===== src/rtl/cb_pkg.sv =====
package cb_pkg;
    localparam int ADDR_W   = 7;
    localparam int DATA_W   = 32;
    localparam int CTL_AW   = 5;
    localparam int CTL_DW   = 8;
    localparam int EN_BIT   = 13;
    localparam int LIVE_BIT = 23;
    localparam logic [ADDR_W-1:0] CSR_OFF = 7'h38;

    typedef enum logic [1:0] {
        RG_BRIDGE = 2'd0,
        RG_CTL    = 2'd1,
        RG_VER    = 2'd2,
        RG_NONE   = 2'd3
    } region_e;

    typedef enum logic {
        ST_HOLD = 1'b0,
        ST_RUN  = 1'b1
    } rst_state_e;
endpackage


===== src/rtl/cb_csr.sv =====
module cb_csr
    import cb_pkg::*;
(
    input  logic              clk,
    input  logic              rst_n,
    input  logic              wr_hit,
    input  logic [ADDR_W-1:0] addr,
    input  logic [DATA_W-1:0] wdata,
    input  logic              ctl_irq,
    output logic [DATA_W-1:0] rd_word,
    output logic              en_o,
    output logic              host_irq
);
    logic [DATA_W-1:0] csr_q;
    logic [DATA_W-1:0] csr_nxt;
    logic              irq_q;
    logic              at_csr;

    always_comb begin
        at_csr  = (addr == CSR_OFF);
        csr_nxt = (wr_hit && at_csr) ? wdata : csr_q;
    end

    // Gate is recomputed from the next enable, so a write takes effect at its own edge
    always_ff @(posedge clk or negedge rst_n) begin
        if (!rst_n) begin
            csr_q <= '0;
            irq_q <= 1'b0;
        end else begin
            csr_q <= csr_nxt;
            irq_q <= ctl_irq & csr_nxt[EN_BIT];
        end
    end

    always_comb begin
        rd_word = '0;
        if (at_csr) begin
            rd_word           = csr_q;
            rd_word[LIVE_BIT] = ctl_irq;
        end
    end

    assign en_o     = csr_q[EN_BIT];
    assign host_irq = irq_q;
endmodule


===== src/rtl/cb_ctl_port.sv =====
module cb_ctl_port
    import cb_pkg::*;
(
    input  logic              clk,
    input  logic              rst_n,
    input  logic              rd_sel,
    input  logic              wr_sel,
    input  logic [ADDR_W-1:0] addr,
    input  logic [CTL_DW-1:0] wbyte,
    input  logic [CTL_DW-1:0] ctl_rdata,
    output logic              ctl_wr,
    output logic [CTL_AW-1:0] ctl_waddr,
    output logic [CTL_DW-1:0] ctl_wdata,
    output logic              ctl_rd,
    output logic [CTL_AW-1:0] ctl_raddr,
    output logic [CTL_DW-1:0] rd_byte
);
    logic in_win;

    assign in_win = (addr[ADDR_W-1:CTL_AW] == '0);

    always_ff @(posedge clk or negedge rst_n) begin
        if (!rst_n) begin
            ctl_wr    <= 1'b0;
            ctl_waddr <= '0;
            ctl_wdata <= '0;
        end else begin
            ctl_wr <= wr_sel && in_win;
            if (wr_sel && in_win) begin
                ctl_waddr <= addr[CTL_AW-1:0];
                ctl_wdata <= wbyte;
            end
        end
    end

    assign ctl_rd    = rd_sel && in_win;
    assign ctl_raddr = addr[CTL_AW-1:0];
    assign rd_byte   = in_win ? ctl_rdata : '0;
endmodule


===== src/rtl/cb_ver_win.sv =====
module cb_ver_win
    import cb_pkg::*;
#(
    parameter int VERSION = 13,
    parameter int VER_OFF = 7,
    parameter int WIN_AW  = 3
) (
    input  logic [ADDR_W-1:0] addr,
    output logic [CTL_DW-1:0] rd_byte
);
    localparam logic [CTL_DW-1:0] VER_BYTE = CTL_DW'(VERSION << 4);

    always_comb begin
        rd_byte = '0;
        if (addr[ADDR_W-1:WIN_AW] == '0 && addr[WIN_AW-1:0] == WIN_AW'(VER_OFF))
            rd_byte = VER_BYTE;
    end
endmodule


===== src/rtl/cb_rst_seq.sv =====
module cb_rst_seq
    import cb_pkg::*;
#(
    parameter int HOLD_CYC = 4
) (
    input  logic clk,
    input  logic rst_n,
    output logic ctl_rst
);
    localparam int CW = (HOLD_CYC > 1) ? $clog2(HOLD_CYC) : 1;

    rst_state_e      state_q, state_d;
    logic [CW-1:0]   cnt_q;

    always_comb begin
        state_d = state_q;
        unique case (state_q)
            ST_HOLD: if (cnt_q == CW'(HOLD_CYC - 1)) state_d = ST_RUN;
            ST_RUN:  state_d = ST_RUN;
        endcase
    end

    always_ff @(posedge clk or negedge rst_n) begin
        if (!rst_n) begin
            state_q <= ST_HOLD;
            cnt_q   <= '0;
        end else begin
            state_q <= state_d;
            if (state_q == ST_HOLD) cnt_q <= cnt_q + 1'b1;
        end
    end

    always_comb begin
        unique case (state_q)
            ST_HOLD: ctl_rst = 1'b1;
            ST_RUN:  ctl_rst = 1'b0;
        endcase
    end
endmodule


===== src/rtl/cancard_bridge.sv =====
module cancard_bridge
    import cb_pkg::*;
#(
    parameter int HOLD_CYC = 4,
    parameter int VERSION  = 13
) (
    input  logic              clk,
    input  logic              rst_n,
    input  logic              rd_en,
    input  logic              wr_en,
    input  logic [1:0]        rgn_sel,
    input  logic [ADDR_W-1:0] addr,
    input  logic [DATA_W-1:0] wdata,
    output logic [DATA_W-1:0] rdata,
    output logic              rd_valid,
    output logic              ctl_wr,
    output logic [CTL_AW-1:0] ctl_waddr,
    output logic [CTL_DW-1:0] ctl_wdata,
    output logic              ctl_rd,
    output logic [CTL_AW-1:0] ctl_raddr,
    input  logic [CTL_DW-1:0] ctl_rdata,
    input  logic              ctl_irq,
    output logic              ctl_rst,
    output logic              host_irq
);
    region_e           rgn;
    logic [DATA_W-1:0] csr_word;
    logic [CTL_DW-1:0] ctl_byte;
    logic [CTL_DW-1:0] ver_byte;
    logic [DATA_W-1:0] rd_mux;
    logic              csr_en_w;

    assign rgn = region_e'(rgn_sel);

    cb_csr u_csr (
        .clk      (clk),
        .rst_n    (rst_n),
        .wr_hit   (wr_en && rgn == RG_BRIDGE),
        .addr     (addr),
        .wdata    (wdata),
        .ctl_irq  (ctl_irq),
        .rd_word  (csr_word),
        .en_o     (csr_en_w),
        .host_irq (host_irq)
    );

    cb_ctl_port u_ctl (
        .clk       (clk),
        .rst_n     (rst_n),
        .rd_sel    (rd_en && rgn == RG_CTL),
        .wr_sel    (wr_en && rgn == RG_CTL),
        .addr      (addr),
        .wbyte     (wdata[CTL_DW-1:0]),
        .ctl_rdata (ctl_rdata),
        .ctl_wr    (ctl_wr),
        .ctl_waddr (ctl_waddr),
        .ctl_wdata (ctl_wdata),
        .ctl_rd    (ctl_rd),
        .ctl_raddr (ctl_raddr),
        .rd_byte   (ctl_byte)
    );

    cb_ver_win #(.VERSION(VERSION)) u_ver (
        .addr    (addr),
        .rd_byte (ver_byte)
    );

    cb_rst_seq #(.HOLD_CYC(HOLD_CYC)) u_seq (
        .clk     (clk),
        .rst_n   (rst_n),
        .ctl_rst (ctl_rst)
    );

    always_comb begin
        unique case (rgn)
            RG_BRIDGE: rd_mux = csr_word;
            RG_CTL:    rd_mux = {{(DATA_W-CTL_DW){1'b0}}, ctl_byte};
            RG_VER:    rd_mux = {{(DATA_W-CTL_DW){1'b0}}, ver_byte};
            RG_NONE:   rd_mux = '0;
        endcase
    end

    always_ff @(posedge clk or negedge rst_n) begin
        if (!rst_n) begin
            rdata    <= '0;
            rd_valid <= 1'b0;
        end else begin
            rd_valid <= rd_en;
            if (rd_en) rdata <= rd_mux;
        end
    end
endmodule


===== config.mk =====
export PLATFORM = sky130hd
export DESIGN_NAME = cancard_bridge
export DESIGN_NICKNAME = d
export VERILOG_FILES = /design/src/rtl/cb_pkg.sv /design/src/rtl/cb_csr.sv /design/src/rtl/cb_ctl_port.sv /design/src/rtl/cb_ver_win.sv /design/src/rtl/cb_rst_seq.sv /design/src/rtl/cancard_bridge.sv
export SDC_FILE = /design/constraint.sdc
export NUM_CORES = 1
export LEC_CHECK = 0
export BUFFER_PORTS_ARGS = -buffer_cell sky130_fd_sc_hd__buf_2
export CORE_ASPECT_RATIO = 1.4
export CORE_MARGIN = 4
export CORE_UTILIZATION = 29
export CTS_CLUSTER_DIAMETER = 200
export DETAILED_ROUTE_END_ITERATION = 6
export GPL_ROUTABILITY_DRIVEN = 0
export GPL_TIMING_DRIVEN = 0
export SETUP_SLACK_MARGIN = 0.1
export SLEW_MARGIN = 30
export SYNTH_ARGS = -nofsm -noshare
export SYNTH_HDL_FRONTEND = slang
export SYNTH_HIERARCHICAL = 1
export SYNTH_SLANG_ARGS = --single-unit

===== constraint.sdc =====
create_clock -name clk -period 1.5 [get_ports clk]
set_input_delay 0.3 -clock clk [delete_from_list [all_inputs] [get_ports clk]]
set_output_delay 0.3 -clock clk [all_outputs]
set_load 0.05 [all_outputs]

==> metrics.md <==
| Metric | Value |
|---|---|
| Run status | finished with violations |
| Violations in the final reports | setup timing |
| Crit Reg-Reg Startpoint | u_seq/cnt_q[0] |
| TritonCTS sink count | 82 |
| Pin count of the biggest net entering global routing | 69 |
| Vias post-DR | 2669 |
| Detail-routed via count per cell | 4.610 |
| Post-DP HPWL | 6650 um |
| Skew-Pair Late Insertion Delay | 330 ps |
| Syn. warnings | 6 |
| Critical hold path startpoint | rd_en |
| Die ar. | 14780 um2 |
| Final slew viol count | 0 |
| Switching portion of total power | 0.2764 |
| Root buffer cell | clkbuf_16 |
| Pwr dens | 1022 nW/um2 |
| Reg-to-Reg End | u_seq/cnt_q[1] |
| Area of the core region | 12490 um2 |
| Setup WS pre-CTS | -1230 ps |
| Aggregate routed wire length | 10010 um |
| Sequential share of the synthesized area | 0.5494 |
| Port-buffer cells | 106 |
| Comb pwr share | 0.176 |
| Buf/Inv on CP | 3 |
| Ratio of cells with drive above 1 in the final layout | 0.5897 |
| Die H | 142.3 um |
| Fraction of power consumed by sequential logic | 0.427 |
| Biggest cell delay along the critical path | 560 ps |
| Gate Count Post-Synth | 278 |
| Hold violation count in the final report | 0 |
| Count of unique library cells instantiated by Yosys | 28 |
| Area of combinational cells with multiple inputs | 1643 um2 |
| Peak fanout along the critical path | 8 |
| Signal arrival time at the worst endpoint | 1910 ps |
| Worst slew pin tran | 537.5 ps |
| Worst-path clk slew | 60 ps |
| Worst setup EP type | flip-flop |
| Relative slew margins | 0.6403 |
| Cell at the slowest stage of the critical path | or4b_4 |
| Final critical-path share of the clock period | 1.133 |
| Die Span X | 103.9 um |
| Mux contribution to synthesized area | 0.1698 |
| Fraction of the core area covered by cells at the end of the flow | 0.4401 |
| Storage cell area | 2052 um2 |
| DRC | 0 |
| Max H-tree Level | 3 |
| CTS tree | done |
| FMAX | 588.6 MHz |
| Post-synthesis cell area | 3735 um2 |
| Adder-cell area share of the yosys netlist | 0.003350 |
| Static Leakage | 2.805 nW |
| Main combinational cell family by area after synthesis | multiplexers |
| Worst voltage drop across the vdd grid | 0.5303 mV |
| Final critical-path setup slack | -198.9 ps |
| Drt pass-1 iters | 4 |
| Shortest clock period the worst path allows after layout | 1699 ps |
| Synth Area in Simple Gates | 0.1273 |
| Area fraction of the dominant cell type after synthesis | 0.5494 |
| Filler Cell Count | 1188 |
| Antenna violations before repair | 0 |
| Number of register bits inferred by synthesis | 82 |
| Critical path type | in2reg |
| Relative contribution of the clock network to total power | 0.398 |
| Logic depth of the worst register-to-register path | 2 |
| Crit path cell chain | buf_8, or4b_4, nor4_4, buf_6, clkbuf_16, mux2_4 |
| Synthesized-area fraction occupied by ao, oa, aoi and oai cells | 0.07504 |
| Most common library cell in the layout ignoring fill and taps | buf_2 |
| Power Internal | 4.067 mW |
| Switching Power | 1.554 mW |
| Worst Hold Endpoint | rd_valid |
| Average wire length per cell after detail routing | 17.28 um |
| Top-Level Pins | 109 |
| Synth Area in XOR/XNOR | 0.002345 |
| Total grt overflow | 0 |
| Worst setup skew after layout | 1.808 ps |
| Relative area change from synthesis to final layout | 47.20% |
| Routed Antenna Nets | 0 |
| Setup Viol. Count Final | 64 |
| Number of instances on the worst hold path | 1 |
| Total of max-cap violations | 0 |
| Setup repair after global routing missed its margin | yes |
| Startpoint type of the worst setup path | input pin |
| Maximum count of clock buffers along a single path | 2 |
| First-pass GRT wire length | 15530 um |
| Top delay family on crit path | simple AND/OR/NAND/NOR gates |
| Ant diodes | 0 |
| Count of standard-cell rows | 48 |
| Mean instance size in the synthesized netlist | 13.43 um2 |
| Initial DRC count | 68 |
| Highest-count cells in the layout ignoring fill and taps | buf_2 (99), dfrtp_1 (82), mux2_4 (43) |
| Net count of the finished layout | 480 |
| Biggest area contributors in the synthesized netlist | dfrtp_1 (55%), mux2_2 (10%), and2_1 (6.9%) |
| Biggest area consumer among synthesized cells | dfrtp_1 |
| Required time worst endpoint | 1710 ps |
| Initial cell density of the core | 0.2990 |
| HP Class | in2reg |
| Via count of the first global-routing pass | 2963 |
| Total GRT Usage | 0.1341 |
| Num CTS Buffers | 9 |
| Setup slack of the most critical reg-to-reg path | 430 ps |
-- timing repair --
action                     CTS  global route
gates resized for setup     74            30
cloned                       3             2
pin swaps                   44            10
setup endpoints to repair   78            75
setup buffers               17             2
hold endpoints to repair    14             0
hold buffers                 1             0
-- area by class of cell --
class / instances / share of cell area
buffer: 29 / 0.06168
clock buffer: 11 / 0.04597
clock inverter: 4 / 0.009331
inverter: 12 / 0.008648
multi-input combinational: 159 / 0.2988
sequential: 82 / 0.3732
tap: 150 / 0.03414
timing repair buffer: 132 / 0.1682
-- cells in the mapped netlist (all sizes together) --
| master | number |
|---|---|
| ha | 1 |
| or3b | 1 |
| buf | 20 |
| mux2i | 9 |
| dfrtp | 82 |
| nor2 | 2 |
| xnor2 | 1 |
| nor4 | 2 |
| o221ai | 8 |
| nor3b | 4 |
| conb | 1 |
| a22o | 24 |
| mux2 | 45 |
| and2 | 41 |
| inv | 12 |
| nand2 | 4 |
| nand2b | 1 |
| or2 | 1 |
| nor3 | 1 |
| or4b | 1 |
| clkbuf | 9 |
| nand4b | 8 |
-- layer usage --
metal  track usage  vias to the layer above  routed length [um]
met1        0.1617                     1322                4231
met5             0                        -                   0
met2        0.2326                       85                5125
met3       0.04176                        9                 531
met4       0.03711                        0                 119
li1              -                     1253                   -
-- power groups by stage --
stage	Combinational, mW	Clock, mW	Sequential [mW]
finish	0.987	2.24	2.40
global route	1.04	2.42	2.41
CTS	0.978	2.31	2.40
detailed placement	0.934	0	2.43
global placement	0.909	0	2.43
floorplan	0.290	0	2.77
-- sequential cells by signal, indices dropped and copies added (netlist names) --
signal / count
u_seq/cnt_q: 2
u_csr/csr_q: 31
rdata: 32
u_ctl/ctl_wr: 1
u_ctl/ctl_wdata: 8
rd_valid: 1
u_ctl/ctl_waddr: 5
u_csr/host_irq: 1
u_seq/state_q: 1
-- per-stage QoR --
step / TNS (ps) / hold slack [ps] / cells / area, um2 / total power [mW]
final: -8000 / 104.4 / 579 / 5498 / 5.621
after floorplan: -19750 / 4.409 / 282 / 3795 / 3.056
after CTS: -7964 / 87.26 / 575 / 5335 / 5.684
after detailed placement: -65080 / 149.1 / 539 / 4547 / 3.361
after global routing: -9347 / 83.19 / 579 / 5498 / 5.873
after global placement: -114110 / 438.8 / 538 / 4513 / 3.338
-- logic make-up (layout without fill, tap and decap cells) --
kind of cell | count (synthesis) | after routing
adder cells (fa/ha/maj) | 1 | 1
AO/OA/AOI/OAI | 32 | 32
multiplexers | 54 | 54
XOR/XNOR | 1 | 1
flip-flops | 82 | 82
AND/OR/NAND/NOR | 66 | 66
buffers and inverters | 41 | 188
other | 1 | 5
-- worst max path at each step --
| stage | start | end | slack, ps | cells past startpoint |
|---|---|---|---|---|
| 5_1_grt | addr[5] | ctl_rd | -230 | 4 |
| 3_5_place_dp | addr[6] | rdata[2] | -1230 | 7 |
| 2_1_floorplan | addr[6] | u_csr/csr_q[13] | -350 | 4 |
| 6_report | addr[6] | u_csr/csr_q[16] | -200 | 6 |
| 4_1_cts | addr[0] | u_csr/csr_q[8] | -220 | 6 |
| 3_3_place_gp | addr[6] | rdata[6] | -1180 | 7 |
(Power assumes the default switching activity.)
